`src/rtl/inser_pkg.sv`:
```
package inser_pkg;
  localparam int BYTE_W = 8;
  localparam int CRC_W  = 5;
  localparam logic [CRC_W-1:0] CRC_GEN = 5'h15;  // x^5 + x^4 + x^2 + 1

  typedef logic [BYTE_W-1:0] byte_t;

  typedef enum logic [1:0] {
    DB_NONE  = 2'd0,
    DB_SHORT = 2'd1,
    DB_MED   = 2'd2,
    DB_LONG  = 2'd3
  } db_sel_e;

  function automatic logic [CRC_W-1:0] crc5(input byte_t d);
    logic [CRC_W-1:0] c;
    logic fb;
    c = '0;
    for (int i = BYTE_W - 1; i >= 0; i--) begin
      fb = c[CRC_W-1] ^ d[i];
      c  = {c[CRC_W-2:0], 1'b0};
      if (fb) c = c ^ CRC_GEN;
    end
    return c;
  endfunction

  function automatic byte_t status_byte(input byte_t d, input logic ovt,
                                        input logic uva, input logic uvw);
    return {crc5(d), ~uva, ovt, ~uvw};
  endfunction
endpackage

```
`src/rtl/inser_sync.sv`:
```
module inser_sync #(
  parameter int WIDTH  = 1,
  parameter int STAGES = 2,
  parameter logic [WIDTH-1:0] RST_VAL = '0
) (
  input  logic             clk_i,
  input  logic             rst_ni,
  input  logic [WIDTH-1:0] d_i,
  output logic [WIDTH-1:0] q_o
);
  logic [WIDTH-1:0] pipe [STAGES];

  always_ff @(posedge clk_i or negedge rst_ni) begin
    if (!rst_ni) begin
      for (int s = 0; s < STAGES; s++) pipe[s] <= RST_VAL;
    end else begin
      pipe[0] <= d_i;
      for (int s = 1; s < STAGES; s++) pipe[s] <= pipe[s-1];
    end
  end

  assign q_o = pipe[STAGES-1];
endmodule

```
`src/rtl/inser_debounce.sv`:
```
module inser_debounce #(
  parameter int WIDTH = 8,
  parameter int LIM1  = 4,
  parameter int LIM2  = 16,
  parameter int LIM3  = 64
) (
  input  logic             clk_i,
  input  logic             rst_ni,
  input  logic [1:0]       sel_i,
  input  logic [WIDTH-1:0] raw_i,
  output logic [WIDTH-1:0] filt_o
);
  localparam int MAX12 = (LIM1 > LIM2) ? LIM1 : LIM2;
  localparam int MAXL  = (MAX12 > LIM3) ? MAX12 : LIM3;
  localparam int CW    = $clog2(MAXL + 1);

  logic [CW-1:0] lim_m1;

  always_comb begin
    unique case (sel_i)
      2'd1:    lim_m1 = CW'(LIM1 - 1);
      2'd2:    lim_m1 = CW'(LIM2 - 1);
      2'd3:    lim_m1 = CW'(LIM3 - 1);
      default: lim_m1 = '0;
    endcase
  end

  for (genvar g = 0; g < WIDTH; g++) begin : g_bit
    logic [CW-1:0] cnt;
    logic          filt_q;

    // level flips only after N consecutive samples disagree with it
    always_ff @(posedge clk_i or negedge rst_ni) begin
      if (!rst_ni) begin
        cnt    <= '0;
        filt_q <= 1'b0;
      end else if (raw_i[g] == filt_q) begin
        cnt <= '0;
      end else if (cnt >= lim_m1) begin
        cnt    <= '0;
        filt_q <= raw_i[g];
      end else begin
        cnt <= cnt + 1'b1;
      end
    end

    assign filt_o[g] = filt_q;
  end
endmodule

```
`src/rtl/inser_frame.sv`:
```
module inser_frame
  import inser_pkg::*;
(
  input  logic  clk_i,
  input  logic  rst_ni,
  input  logic  cs_n_i,
  input  logic  sck_i,
  input  logic  sdi_i,
  input  byte_t data_i,
  input  logic  mode8_i,
  input  logic  ovt_i,
  input  logic  uva_i,
  input  logic  uvw_i,
  output logic  sdo_o,
  output logic  load_o,
  output logic  shift_o
);
  localparam int FRAME_W = 2 * BYTE_W;

  logic               cs_n_q, sck_q, sdi_q, mode8_q;
  logic [FRAME_W-1:0] sr;
  logic               sck_rise;

  assign load_o   = cs_n_q & ~cs_n_i;
  assign sck_rise = ~sck_q & sck_i & ~cs_n_i;
  assign shift_o  = sck_q & ~sck_i & ~cs_n_i & ~load_o;

  always_ff @(posedge clk_i or negedge rst_ni) begin
    if (!rst_ni) begin
      cs_n_q  <= 1'b1;
      sck_q   <= 1'b0;
      sdi_q   <= 1'b0;
      mode8_q <= 1'b0;
      sr      <= '0;
    end else begin
      cs_n_q <= cs_n_i;
      sck_q  <= sck_i;
      if (sck_rise) sdi_q <= sdi_i;
      if (load_o) begin
        mode8_q <= mode8_i;
        sr      <= mode8_i ? {{BYTE_W{1'b0}}, data_i}
                           : {data_i, status_byte(data_i, ovt_i, uva_i, uvw_i)};
      end else if (shift_o) begin
        sr <= {sr[FRAME_W-2:0], sdi_q};
      end
    end
  end

  // tap point sets the pass-through delay to one word length
  assign sdo_o = ~cs_n_i & (mode8_q ? sr[BYTE_W-1] : sr[FRAME_W-1]);
endmodule

```
`src/rtl/inser_stage.sv`:
```
module inser_stage
  import inser_pkg::*;
#(
  parameter int DB_SHORT    = 4,
  parameter int DB_MED      = 16,
  parameter int DB_LONG     = 64,
  parameter int SYNC_STAGES = 2
) (
  input  logic       clk_i,
  input  logic       rst_ni,
  input  logic [7:0] in_i,
  input  logic [1:0] db_sel_i,
  input  logic       mode8_i,
  input  logic       ovt_i,
  input  logic       uv_alarm_i,
  input  logic       uv_warn_i,
  input  logic       cs_ni,
  input  logic       sck_i,
  input  logic       sdi_i,
  output logic       sdo_o,
  output logic       fault_o
);
  localparam int BUS_W = BYTE_W + 7;
  localparam logic [BUS_W-1:0] BUS_RST = BUS_W'(4);  // chip select idles high

  logic [BUS_W-1:0] pin_bus, sync_bus;
  byte_t raw_s, data_filt;
  logic  ovt_s, uva_s, uvw_s, mode8_s, cs_s, sck_s, sdi_s;
  logic  load, shift, fault_q;

  assign pin_bus = {in_i, ovt_i, uv_alarm_i, uv_warn_i, mode8_i, cs_ni, sck_i, sdi_i};

  inser_sync #(
    .WIDTH  (BUS_W),
    .STAGES (SYNC_STAGES),
    .RST_VAL(BUS_RST)
  ) u_sync (
    .clk_i (clk_i),
    .rst_ni(rst_ni),
    .d_i   (pin_bus),
    .q_o   (sync_bus)
  );

  assign {raw_s, ovt_s, uva_s, uvw_s, mode8_s, cs_s, sck_s, sdi_s} = sync_bus;

  inser_debounce #(
    .WIDTH(BYTE_W),
    .LIM1 (DB_SHORT),
    .LIM2 (DB_MED),
    .LIM3 (DB_LONG)
  ) u_deb (
    .clk_i (clk_i),
    .rst_ni(rst_ni),
    .sel_i (db_sel_i),
    .raw_i (raw_s),
    .filt_o(data_filt)
  );

  inser_frame u_frame (
    .clk_i  (clk_i),
    .rst_ni (rst_ni),
    .cs_n_i (cs_s),
    .sck_i  (sck_s),
    .sdi_i  (sdi_s),
    .data_i (data_filt),
    .mode8_i(mode8_s),
    .ovt_i  (ovt_s),
    .uva_i  (uva_s),
    .uvw_i  (uvw_s),
    .sdo_o  (sdo_o),
    .load_o (load),
    .shift_o(shift)
  );

  always_ff @(posedge clk_i or negedge rst_ni) begin
    if (!rst_ni) fault_q <= 1'b0;
    else         fault_q <= ovt_s | uva_s;
  end

  assign fault_o = fault_q;
endmodule

```
`config.mk`:
```
export PLATFORM = sky130hd
export DESIGN_NAME = inser_stage
export DESIGN_NICKNAME = d
export VERILOG_FILES = /design/src/rtl/inser_pkg.sv /design/src/rtl/inser_sync.sv /design/src/rtl/inser_debounce.sv /design/src/rtl/inser_frame.sv /design/src/rtl/inser_stage.sv
export SDC_FILE = /design/constraint.sdc
export NUM_CORES = 1
export LEC_CHECK = 0
export ABC_CLOCK_PERIOD_IN_PS = 1600
export BUFFER_PORTS_ARGS = -buffer_cell sky130_fd_sc_hd__buf_4
export CAP_MARGIN = 25
export CORE_ASPECT_RATIO = 0.8
export CORE_MARGIN = 5
export CORE_UTILIZATION = 24
export DETAILED_ROUTE_END_ITERATION = 16
export GPL_ROUTABILITY_DRIVEN = 0
export GPL_TIMING_DRIVEN = 1
export PLACE_DENSITY = 0.42
export SLEW_MARGIN = 20
export SYNTH_ARGS = -nofsm -noshare
export SYNTH_HDL_FRONTEND = slang
export SYNTH_SLANG_ARGS = --single-unit
```
`constraint.sdc`:
```
create_clock -name clk_i -period 1.6 [get_ports clk_i]
set_clock_uncertainty 0.05 [all_clocks]
set_input_delay 0.16 -clock clk_i [delete_from_list [all_inputs] [get_ports clk_i]]
set_output_delay 0.16 -clock clk_i [all_outputs]
set_load 0.02 [all_outputs]
```
==> results.sh <==
export IMPL_grt_start_max_net_pins=42
export IMPL_fillerInstances=2367
export IMPL_required_ps=1850
export IMPL_synthCells=521
export IMPL_drt_drc_violations_left=0
export IMPL_critPathLaunchType="flop"
export IMPL_ant_nets=0
export IMPL_tritoncts="done"
export IMPL_min_period_ps=1750
export IMPL_crit_fanout=5
export IMPL_via_count=4019
export IMPL_synthFlopType="sky130_fd_sc_hd__dfrtp_1"
export IMPL_synth_async_reset_ratio=1.00
export IMPL_pwr_share_clk=0.309
export IMPL_worst_skew_pair_late_latency_ps=420
export IMPL_cts_htree_levels=4
export IMPL_finalCritPeriodShare=1.09
export IMPL_gr_total_overflow=0
export IMPL_max_cap_viol_count=0
export IMPL_timing_max_transition_violations_final=0
export IMPL_post_synth_main_area_contributors="sky130_fd_sc_hd__dfrtp_1 49%, sky130_fd_sc_hd__ha_1 12%, sky130_fd_sc_hd__nor2_1 4.5%"
export IMPL_fin_nets=720
export IMPL_power_combinational_fraction=0.375
export IMPL_post_route_cells_drive_above_1_share=0.341
export IMPL_synthesis_area_um2=5710
export IMPL_synth_nets=596
export IMPL_report_final_hold_viol_count=0
export IMPL_result_of_the_run="finished, violations left"
export IMPL_drt_wirelength_per_cell_um=12.6
export IMPL_maxClockFrequency_mhz=572
export IMPL_worst_setup_path_type="flop to flop"
export IMPL_rrSetupSlack_ps=-150
export IMPL_power_switching_mw=4.15
export IMPL_worst_slew_pin_transition_ps=468
export IMPL_grt_setup_unrepaired="true"
export IMPL_power_internal_mw=8.20
export IMPL_synth_edf_count=0
export IMPL_port_buffers=20
export IMPL_critical_path_arrival_ps=2000
export IMPL_die_height_um=148
export IMPL_number_of_buffers_added_by_the_clock_tree_synthesis_step=17
export IMPL_final_critical_path_setup_slack_ps=-149
export IMPL_drt_pass1_iter_count=4
export IMPL_post_synth_num_cell_types=40
export IMPL_cts_sinks=115
export IMPL_ys_seq_area_frac=0.504
export IMPL_synth_ff_latch_count=115
export IMPL_yosysWarnings=0
export IMPL_place_hpwl_um=8740
export IMPL_worst_r2r_startpoint="u_deb.g_bit[5].cnt[0]"
export IMPL_power_switching_fraction=0.336
export IMPL_routed_via_density=4.15
export IMPL_clockBufferDepth=2
export IMPL_areaGrowthSynthToFinish_pct=40.0
export IMPL_final_core_util=0.342
export IMPL_first_iter_violations=75
export IMPL_worstRegToRegCells=8
export IMPL_vias_in_the_first_global_route=4197
export IMPL_fp_row_count=50
export IMPL_final_hold_worst_slack_ps=187
export IMPL_design_power_total_mw=12.4
export IMPL_antenna_found_initial=0
export IMPL_cts_root_buffer="sky130_fd_sc_hd__clkbuf_16"
export IMPL_power_ir_vdd_worst_mv=0.621
export IMPL_starting_density_of_the_core=0.244
export IMPL_antenna_cells_inserted=0
export IMPL_fp_dieArea_um2=27000
export IMPL_end_kind="flop"
export IMPL_area_fraction_of_the_dominant_cell_type_after_synthesis=0.490
export IMPL_leakage_nw=3.71
export IMPL_die_w_um=183
export IMPL_grt_first_pass_wirelength_um=21000
export IMPL_relSlewSlack=0.686
export IMPL_sequentialPowerShare=0.315
export IMPL_ioPinCount=21
export IMPL_setup_tns_ps=-2880
export IMPL_post_synth_cell_area_avg_um2=11.0
export IMPL_violated_checks="setup timing"
export IMPL_clk_pin_slew_worst_paths_ps=60
export IMPL_power_per_cell_area_nw_per_um2=1540
export IMPL_top_cell_type_by_total_area_after_synthesis="sky130_fd_sc_hd__dfrtp_1"
export IMPL_report_final_setup_viol=57
export IMPL_drt_total_wl_um=12200
export IMPL_timing_rr_end="u_deb.g_bit[5].cnt[4]"
export IMPL_core_um2=23400
export IMPL_grt_usage=0.0972
export IMPL_holdCritPathClass="input pin to asynchronous set/reset pin"
logic make-up (layout without fill, tap and decap cells):
kind of cell,after synthesis,in the layout,synth area share
AO/OA/AOI/OAI,83,83,0.0924
XOR/XNOR,55,55,0.0928
buffers and inverters,31,167,0.0311
flip-flops,115,115,0.504
AND/OR/NAND/NOR,168,168,0.132
adder cells (fa/ha/maj),56,56,0.123
multiplexers,13,13,0.0247
worst max path at each step:
| stage | startpoint | to | slack [ps] |
|---|---|---|---|
| floorplan | db_sel_i[1] | u_deb.g_bit[0].filt_q | -50 |
| global placement | db_sel_i[1] | u_deb.g_bit[5].cnt[3] | -390 |
| detailed placement | db_sel_i[1] | u_deb.g_bit[5].cnt[3] | -410 |
| CTS | u_deb.g_bit[5].cnt[0] | u_deb.g_bit[5].cnt[1] | -170 |
| global route | u_deb.g_bit[5].cnt[0] | u_deb.g_bit[5].cnt[4] | -240 |
| finish | u_deb.g_bit[5].cnt[0] | u_deb.g_bit[5].cnt[4] | -150 |
area by class of cell:
class                      count  area (um2)  area share
multi-input combinational    375        3080       0.386
sequential                   115        2880       0.360
timing repair buffer         117         981       0.123
clock buffer                  19         443      0.0554
tap                          312         390      0.0488
clock inverter                12         146      0.0183
inverter                      19        71.3     0.00892
cells in the final DEF, fill, tap and decap left out, drive strengths merged, types with 2 or more instances in the layout:
cell / instances
a211oi: 8
a21o: 16
a21oi: 22
and3: 9
buf: 101
bufinv: 2
clkbuf: 19
clkinv: 4
dfrtp: 112
dfstp: 3
dlygate4sd3: 16
ha: 56
inv: 24
mux2: 9
mux2i: 4
nand2: 29
nand2b: 9
nand3: 31
nor2: 68
nor2b: 3
nor3: 15
o211ai: 10
o21ai: 20
or2: 2
xnor2: 26
xor2: 29
layer usage:
metal,vias to the layer above,track usage,share of wire
met4,0,0.0315,0.012
li1,2051,-,-
met5,-,0,0
met1,1923,0.136,0.51
met2,34,0.143,0.44
met3,11,0.0303,0.030
through the flow:
step,std cells,instance area [um2],setup slack [ps]
floorplan,521,5790,-53.9
global placement,916,6850,-387
detailed placement,916,6850,-414
CTS,966,7770,-166
global route,969,8000,-244
finish,969,8000,-149
critical path, stage by stage (launching register included):
cell and delay [ps]:
sky130_fd_sc_hd__dfrtp_1 360, sky130_fd_sc_hd__inv_1 50, sky130_fd_sc_hd__ha_1 270, sky130_fd_sc_hd__nand2b_4 100, sky130_fd_sc_hd__a21o_1 110, sky130_fd_sc_hd__a21oi_2 50, sky130_fd_sc_hd__o211ai_1 400, sky130_fd_sc_hd__buf_4 200
sky130_fd_sc_hd__nor2_1 30
cells in the mapped netlist (all sizes together) (8+ instances only):
library cell and number:
dfrtp 112, nor2 68, ha 56, nand3 31, nand2 29, xor2 29
xnor2 26, a21oi 22, o21ai 20, inv 19, a21o 16, nor3 15
o211ai 10, and3 9, buf 9, mux2 9, nand2b 9, a211oi 8
sequential cells by signal, indices dropped and copies added (netlist names):
register	flops
u_deb.g_bit.cnt	56
u_frame.sr	16
u_sync.pipe	15
u_sync.q_o	15
u_deb.g_bit.filt_q	8
fault_o	1
u_frame.cs_n_q	1
u_frame.mode8_q	1
u_frame.sck_q	1
u_frame.sdi_q	1
repair_timing:
item	CTS	global route
endpoints found under the setup margin	65	66
resized for setup	34	43
hold buffers	16	0
pin swaps	65	29
hold endpoints to repair	52	0
buffers inserted	3	3
power groups by stage:
| stage | logic [mW] | clock network, mW | registers [mW] |
|---|---|---|---|
| 2_1_floorplan | 2.69 | 0 | 3.80 |
| 3_3_place_gp | 3.90 | 0 | 3.94 |
| 6_report | 4.64 | 3.82 | 3.90 |
| 4_1_cts | 4.34 | 3.95 | 3.91 |
| 3_5_place_dp | 3.94 | 0 | 3.94 |
| 5_1_grt | 5.14 | 4.07 | 3.97 |
Power figures use the tool's default switching activity.
